### config.mk
export PLATFORM = sky130hd
export DESIGN_NAME = gpio_bank
export DESIGN_NICKNAME = d
export VERILOG_FILES = /design/src/rtl/gpio_bank_pkg.sv /design/src/rtl/gpio_bank_decode.sv /design/src/rtl/gpio_bank_sync.sv /design/src/rtl/gpio_bank_latch.sv /design/src/rtl/gpio_bank.sv
export SDC_FILE = /design/constraint.sdc
export NUM_CORES = 1
export LEC_CHECK = 0
export BUFFER_PORTS_ARGS = -buffer_cell sky130_fd_sc_hd__buf_4
export CELL_PAD_IN_SITES_DETAIL_PLACEMENT = 1
export CELL_PAD_IN_SITES_GLOBAL_PLACEMENT = 1
export CORE_UTILIZATION = 45
export CTS_BUF_LIST = sky130_fd_sc_hd__clkbuf_4 sky130_fd_sc_hd__clkbuf_8 sky130_fd_sc_hd__clkbuf_16
export DETAILED_ROUTE_END_ITERATION = 10
export GPL_TIMING_DRIVEN = 0
export PLACE_DENSITY = 0.94
export SLEW_MARGIN = 10
export SYNTH_ARGS = -nofsm -noshare
export SYNTH_HDL_FRONTEND = slang
export SYNTH_HIERARCHICAL = 1
export SYNTH_SLANG_ARGS = --single-unit
### constraint.sdc
create_clock -name clk -period 4.3 [get_ports clk]
set_input_delay 0.86 -clock clk [delete_from_list [all_inputs] [get_ports clk]]
set_output_delay 0.86 -clock clk [all_outputs]
set_load 0.005 [all_outputs]
### src/rtl/gpio_bank_pkg.sv
package gpio_bank_pkg;

    localparam int unsigned BUS_W  = 32;
    localparam int unsigned LANE_W = 8;

    typedef enum logic [2:0] {
        SEL_NONE,
        SEL_DIR,
        SEL_FUNC,
        SEL_MASK,
        SEL_PIN,
        SEL_SET,
        SEL_CLR
    } reg_sel_e;

endpackage

### src/rtl/gpio_bank_decode.sv
module gpio_bank_decode
    import gpio_bank_pkg::*;
#(
    parameter int unsigned ADDR_W = 6
) (
    input  logic [ADDR_W-1:0] addr,
    output reg_sel_e          sel
);
    localparam int unsigned IDX_W = ADDR_W - 2;

    localparam logic [IDX_W-1:0] IDX_DIR  = IDX_W'(0);
    localparam logic [IDX_W-1:0] IDX_FUNC = IDX_W'(1);
    localparam logic [IDX_W-1:0] IDX_MASK = IDX_W'(2);
    localparam logic [IDX_W-1:0] IDX_PIN  = IDX_W'(3);
    localparam logic [IDX_W-1:0] IDX_SET  = IDX_W'(4);
    localparam logic [IDX_W-1:0] IDX_CLR  = IDX_W'(5);

    logic [IDX_W-1:0] word_idx;
    logic [1:0]       unused_byte_ofs;

    assign word_idx        = addr[ADDR_W-1:2];
    assign unused_byte_ofs = addr[1:0];

    always_comb begin
        unique case (word_idx)
            IDX_DIR:  sel = SEL_DIR;
            IDX_FUNC: sel = SEL_FUNC;
            IDX_MASK: sel = SEL_MASK;
            IDX_PIN:  sel = SEL_PIN;
            IDX_SET:  sel = SEL_SET;
            IDX_CLR:  sel = SEL_CLR;
            default:  sel = SEL_NONE;
        endcase
    end

endmodule

### src/rtl/gpio_bank_sync.sv
module gpio_bank_sync #(
    parameter int unsigned WIDTH = 16
) (
    input  logic             clk,
    input  logic             rst_n,
    input  logic [WIDTH-1:0] async_in,
    output logic [WIDTH-1:0] sync_out
);
    logic [1:0] settle_q;

    for (genvar b = 0; b < WIDTH; b++) begin : g_bit
        logic meta_q;
        logic hold_q;

        always_ff @(posedge clk or negedge rst_n) begin
            if (!rst_n) begin
                meta_q <= 1'b0;
                hold_q <= 1'b0;
            end else begin
                meta_q <= async_in[b];
                hold_q <= meta_q;
            end
        end

        assign sync_out[b] = hold_q;
    end

    // Counts edges since reset so the latency check only looks at
    // history that exists.
    always_ff @(posedge clk or negedge rst_n) begin
        if (!rst_n) begin
            settle_q <= 2'd0;
        end else if (settle_q != 2'd2) begin
            settle_q <= settle_q + 2'd1;
        end
    end

    p_two_stage_delay_r9: assert property (@(posedge clk) disable iff (!rst_n)
        (settle_q == 2'd2) |-> (sync_out == $past(async_in, 2)));

endmodule

### src/rtl/gpio_bank_latch.sv
module gpio_bank_latch #(
    parameter int unsigned WIDTH = 16
) (
    input  logic             clk,
    input  logic             rst_n,
    input  logic             pin_wr,
    input  logic             set_wr,
    input  logic             clr_wr,
    input  logic [WIDTH-1:0] wdata,
    input  logic [WIDTH-1:0] lane_en,
    input  logic [WIDTH-1:0] mask,
    input  logic [WIDTH-1:0] gpio_out,
    output logic [WIDTH-1:0] latch_q
);
    logic [WIDTH-1:0] open_bits;
    logic [WIDTH-1:0] drive_bits;
    logic [WIDTH-1:0] latch_d;

    // Active-low mask: a 0 opens the pin to the access.
    assign open_bits  = lane_en & ~mask;
    assign drive_bits = open_bits & gpio_out & wdata;

    always_comb begin
        latch_d = latch_q;
        if (pin_wr) begin
            latch_d = (latch_q & ~open_bits) | (wdata & open_bits);
        end else if (set_wr) begin
            latch_d = latch_q | drive_bits;
        end else if (clr_wr) begin
            latch_d = latch_q & ~drive_bits;
        end
    end

    always_ff @(posedge clk or negedge rst_n) begin
        if (!rst_n) begin
            latch_q <= '0;
        end else begin
            latch_q <= latch_d;
        end
    end

    p_mask_protects_r3: assert property (@(posedge clk) disable iff (!rst_n)
        ((latch_q ^ $past(latch_q)) & $past(mask)) == '0);

    p_set_never_clears_r5: assert property (@(posedge clk) disable iff (!rst_n)
        $past(set_wr) |-> (($past(latch_q) & ~latch_q) == '0));

    p_set_gated_r6: assert property (@(posedge clk) disable iff (!rst_n)
        $past(set_wr) |-> ((latch_q & ~$past(latch_q) & ~$past(gpio_out)) == '0));

    p_clr_never_sets_r7: assert property (@(posedge clk) disable iff (!rst_n)
        $past(clr_wr) |-> ((latch_q & ~$past(latch_q)) == '0));

    p_idle_holds_r10: assert property (@(posedge clk) disable iff (!rst_n)
        !$past(pin_wr || set_wr || clr_wr) |-> $stable(latch_q));

endmodule

### src/rtl/gpio_bank.sv
module gpio_bank
    import gpio_bank_pkg::*;
#(
    parameter int unsigned ADDR_W = 6,
    parameter int unsigned PINS   = 16
) (
    input  logic              clk,
    input  logic              rst_n,
    input  logic [ADDR_W-1:0] bus_addr,
    input  logic              bus_wr,
    input  logic [3:0]        bus_be,
    input  logic [31:0]       bus_wdata,
    output logic [31:0]       bus_rdata,
    input  logic [PINS-1:0]   pin_in,
    output logic [PINS-1:0]   pin_out,
    output logic [PINS-1:0]   pin_oe
);
    localparam int unsigned LANES  = PINS / LANE_W;
    localparam int unsigned SPARE  = BUS_W - PINS;
    localparam int unsigned SPARE_BE = 4 - LANES;

    reg_sel_e         sel;
    logic [PINS-1:0]  lane_en;
    logic [PINS-1:0]  wdata_pins;
    logic [PINS-1:0]  dir_q;
    logic [PINS-1:0]  func_q;
    logic [PINS-1:0]  mask_q;
    logic [PINS-1:0]  latch_q;
    logic [PINS-1:0]  pin_sync;
    logic [PINS-1:0]  gpio_out;
    logic [PINS-1:0]  rd_pins;
    logic [SPARE-1:0] unused_wdata_hi;
    logic [SPARE_BE-1:0] unused_be_hi;

    assign wdata_pins      = bus_wdata[PINS-1:0];
    assign unused_wdata_hi = bus_wdata[BUS_W-1:PINS];
    assign unused_be_hi    = bus_be[3:LANES];

    gpio_bank_decode #(.ADDR_W(ADDR_W)) u_decode (
        .addr (bus_addr),
        .sel  (sel)
    );

    // Configuration registers, one generate slice per byte lane.
    for (genvar l = 0; l < LANES; l++) begin : g_lane
        assign lane_en[l*LANE_W +: LANE_W] = {LANE_W{bus_be[l]}};

        always_ff @(posedge clk or negedge rst_n) begin
            if (!rst_n) begin
                dir_q[l*LANE_W +: LANE_W]  <= '0;
                func_q[l*LANE_W +: LANE_W] <= '0;
                mask_q[l*LANE_W +: LANE_W] <= '0;
            end else if (bus_wr && bus_be[l]) begin
                unique case (sel)
                    SEL_DIR:  dir_q[l*LANE_W +: LANE_W]  <= wdata_pins[l*LANE_W +: LANE_W];
                    SEL_FUNC: func_q[l*LANE_W +: LANE_W] <= wdata_pins[l*LANE_W +: LANE_W];
                    SEL_MASK: mask_q[l*LANE_W +: LANE_W] <= wdata_pins[l*LANE_W +: LANE_W];
                    default:  ;
                endcase
            end
        end
    end

    assign gpio_out = dir_q & ~func_q;

    gpio_bank_latch #(.WIDTH(PINS)) u_latch (
        .clk      (clk),
        .rst_n    (rst_n),
        .pin_wr   (bus_wr && (sel == SEL_PIN)),
        .set_wr   (bus_wr && (sel == SEL_SET)),
        .clr_wr   (bus_wr && (sel == SEL_CLR)),
        .wdata    (wdata_pins),
        .lane_en  (lane_en),
        .mask     (mask_q),
        .gpio_out (gpio_out),
        .latch_q  (latch_q)
    );

    gpio_bank_sync #(.WIDTH(PINS)) u_sync (
        .clk      (clk),
        .rst_n    (rst_n),
        .async_in (pin_in),
        .sync_out (pin_sync)
    );

    always_comb begin
        unique case (sel)
            SEL_DIR:  rd_pins = dir_q;
            SEL_FUNC: rd_pins = func_q;
            SEL_MASK: rd_pins = mask_q;
            SEL_PIN:  rd_pins = pin_sync & ~mask_q;
            SEL_SET:  rd_pins = latch_q;
            default:  rd_pins = '0;
        endcase
    end

    assign bus_rdata = {{SPARE{1'b0}}, rd_pins};
    assign pin_out   = latch_q;
    assign pin_oe    = gpio_out;

    p_oe_needs_output_r2: assert property (@(posedge clk) disable iff (!rst_n)
        (pin_oe & ~dir_q) == '0);

    p_oe_needs_gpio_r2: assert property (@(posedge clk) disable iff (!rst_n)
        (pin_oe & func_q) == '0);

    p_reserved_zero_r9: assert property (@(posedge clk) disable iff (!rst_n)
        (sel == SEL_PIN) |-> (bus_rdata[31:16] == 16'h0));

    p_masked_reads_zero_r9: assert property (@(posedge clk) disable iff (!rst_n)
        (sel == SEL_PIN) |-> ((bus_rdata[PINS-1:0] & mask_q) == '0));

endmodule

==> metrics.log <==
INFO  metric place_ws = 0.522 ns
INFO  metric clockRootBuffer = clkbuf_8
INFO  metric setup.worst_path.end_class = output port
INFO  metric die_x = 107 um
INFO  metric slew_viol_final = 0
INFO  metric portbufs = between 80 and 90
INFO  metric violations = DRC
INFO  metric required = 3.44 ns
INFO  metric setup_violations = 0
INFO  metric grt_setup_unrepaired = no
INFO  metric hold_end = u_sync/g_bit[8].hold_q$_DFF_PN0_
INFO  metric globalplace.congestion = ~0.8
INFO  metric power-per-cell-area = slightly below 400 mW/mm2
INFO  metric finalPower = 0.00236 W
INFO  metric hold_viol = 0
INFO  metric worst_reg2reg_path_length_in_cells = 4
INFO  metric synth_cell_type_count = 43
INFO  metric num_vias = between 3k and 4k
INFO  metric timing.max_slew.rel_slack = 0.403
INFO  metric grt_start_max_net_pins = 97
INFO  metric min_setup_slack_post_route = 0.497 ns
INFO  metric worst-endpoint-arrival = slightly below 3 ns
INFO  metric die-height = 107 um
INFO  metric drt-met1-wl = ~5.7 mm
INFO  metric coreArea = between 0.01 and 0.015 mm2
INFO  metric critical_path.cell_chain = buf_4 > or3b_1 > a21oi_1 > buf_2 > nand2b_1 > nor2_1 > a221o_1 > buf_4
INFO  metric syn_area = around 0.0050 mm2
INFO  metric synth-warning-count = 6
INFO  metric finalClockSkew = 0.0116 ns
INFO  metric tritoncts.num_buffers = 9
INFO  metric route.met3.wl = around 860 um
INFO  metric fp-row-count = 38
INFO  metric insertedDiodeCount = 0
INFO  metric synth-seq-area-share = 0.483
INFO  metric clock-sinks = 96
INFO  metric leakagePower = 2.89 nW
INFO  metric dr_wl_met2 = between 7 and 8 mm
INFO  metric number_of_antenna_violations_at_the_first_check_in_global_routing = 0
INFO  metric power_frac_seq = 0.497
INFO  metric postRouteAntennaNets = 0
INFO  metric initialDrtViolationCount = ~130
INFO  metric vias_in_the_first_global_route = between 4k and 5k
INFO  metric finalCritPeriodShare = 0.884
INFO  metric area.growth.synth_to_final = 21.4%
INFO  metric global_route_usage_over_all_layers = 0.263
INFO  metric clockPowerShare = 0.237
INFO  metric ys_ff_latch = 96
INFO  metric post_synthesis_instance_total = 420
INFO  metric number_of_detailed_route_iterations_in_the_first_pass = 7
INFO  metric category_of_the_worst_setup_path_launch_point = primary input
INFO  metric cts-root-to-sink-buffers = 2
INFO  metric drt-total-wl = roughly 14 mm
INFO  metric worstPathMaxFanout = 10
INFO  metric fp.dieArea = 0.0115 mm2
INFO  metric synth.avg_cell_area = 11.8 um2
INFO  metric regToRegStartpoint = dir_q[1]$_DFFE_PN0P_
INFO  metric path_class = primary input to output port
INFO  metric routedWlPerCell = between 20 and 25 um
INFO  metric hp-class = register to register
INFO  metric hold_path_depth = 0
INFO  metric setup.reg_to_reg.worst_slack = 3.12 ns
INFO  metric status = complete, but fails checks
INFO  metric critical-path-max-stage-delay = slightly below 0.4 ns
INFO  metric via_count_normalized_by_instance_count = roughly 5.7
INFO  metric drcViolationCount = 1
INFO  metric layout-drive-gt1-share = 0.387
INFO  metric crit_path_top_delay_cell = a221o_1
INFO  metric cts.hold.buffers_added = 0
INFO  metric final.hold.worst_slack = 0.355 ns
INFO  metric path_common_cell = buf_4
INFO  metric grt.overflow.total = 0
INFO  metric gates_resized_cts_repair = 0
INFO  metric setup-tns-final = 0 ns
INFO  metric netSwitchingFraction = 0.303
INFO  metric global_route_wire_length_before_repair = 22.5 mm
INFO  metric power.net_switching = about 0.0007 W
INFO  metric start_util = 0.461
INFO  metric postSynth.topFlopCell = dfrtp_1
INFO  metric tritoncts = done
INFO  metric synth_async_sr_flop_share = 1.00
INFO  metric setup_fix_buffers_added_after_clock_tree_synthesis = 0
INFO  metric finalCriticalPeriod = 3.80 ns
INFO  metric place.detailed.hpwl = just under 10 mm
INFO  metric highest-signal-layer = met4
INFO  metric utilization = 0.560
INFO  metric ir_worst_vdd = 293 uV
INFO  metric most_frequent_cells_in_the_layout = 122 x buf_4, 96 x dfrtp_1, 46 x mux2_2
INFO  metric power_frac_comb = 0.266
INFO  metric intPower = approximately 0.0016 W
INFO  metric synth_enable_flop_cells = 0
INFO  metric max_freq = 263 MHz
INFO  metric final_common_cell = buf_4
INFO  metric final_nets = around 590
INFO  metric worst_setup_hold_path_clk_slew = 0.08 ns
INFO  metric num_io_pins = 125
INFO  metric clock_tree.htree_level_count = 3
INFO  metric drv.max_cap_violation_count = 0
INFO  metric worstMarginPinSlew = between 0.8 and 0.9 ns
INFO  metric worst_hold_startpoint = u_sync/g_bit[8].meta_q$_DFF_PN0_
INFO  metric worst_skew_pair.late_latency = 0.38 ns
[layout make-up]
cell class	count	area, um2
clock inverters	2	16.3
plain buffers	51	382
multi-input cells	283	2230
flip-flops and latches	96	2400
repair buffers	87	657
well taps	140	175
fillers	1136	4750
clock buffers	13	160
inverters	5	18.8
[metrics by stage]
stage                     area, um2  std cells
final                          6040        677
after global placement         5860        662
after CTS                      6040        677
after global routing           6040        677
after detailed placement       5860        662
after floorplan                5030        435
[cell families after synthesis]
kind of cell | synth area share
muxes | 0.142
other | 0.000754
buffers and inverters | 0.0805
AOI/OAI and AO/OA | 0.130
and+or+nand+nor | 0.163
DFF | 0.483
[worst max-delay path: cells and delay by family]
family,cells,cell delay (ns)
and+or+nand+nor,3,1.00
AOI/OAI and AO/OA,2,0.55
buffers and inverters,3,0.53
[routing by layer]
metal	up-vias	GRT usage
met3	30	0.0480
met4	0	0.128
met5	-	0
li1	1737	-
met2	153	0.458
met1	1942	0.312
[how the worst max path moves through the flow]
stage                start             to  slack [ns]  cells past startpoint
4_1_cts        bus_addr[2]   bus_rdata[7]        0.50                      8
3_5_place_dp   bus_addr[2]   bus_rdata[1]        0.52                      8
2_1_floorplan  bus_addr[2]  bus_rdata[15]        1.15                      7
5_1_grt        bus_addr[2]   bus_rdata[7]        0.38                      8
3_3_place_gp   bus_addr[2]   bus_rdata[1]        0.57                      8
6_report       bus_addr[2]   bus_rdata[7]        0.50                      8
[cell usage after synthesis (6+ instances only)]
cell | instances | area (um2)
a21o_1 | 11 | 82.6
a21oi_1 | 9 | 45.0
nor2b_1 | 28 | 175
a31oi_1 | 15 | 93.8
mux2_2 | 46 | 518
buf_4 | 36 | 270
and3b_1 | 12 | 105
nor2_1 | 7 | 26.3
nand3b_1 | 17 | 128
and4b_1 | 6 | 60.1
a211o_1 | 6 | 52.6
dfrtp_1 | 96 | 2400
mux2i_1 | 16 | 160
o21ai_0 | 11 | 55.1
a22oi_1 | 22 | 165
nand2_1 | 12 | 45.0
[power by group through the flow]
stage	Clock (W)	Sequential (W)	Combinational, W
after floorplan	0	0.00115	0.000351
after global placement	0	0.00117	0.000590
after detailed placement	0	0.00119	0.000626
after CTS	0.000572	0.00117	0.000630
after global routing	0.000603	0.00120	0.000682
final	0.000558	0.00117	0.000628
Note: power is estimated with default switching activity, not from simulation.
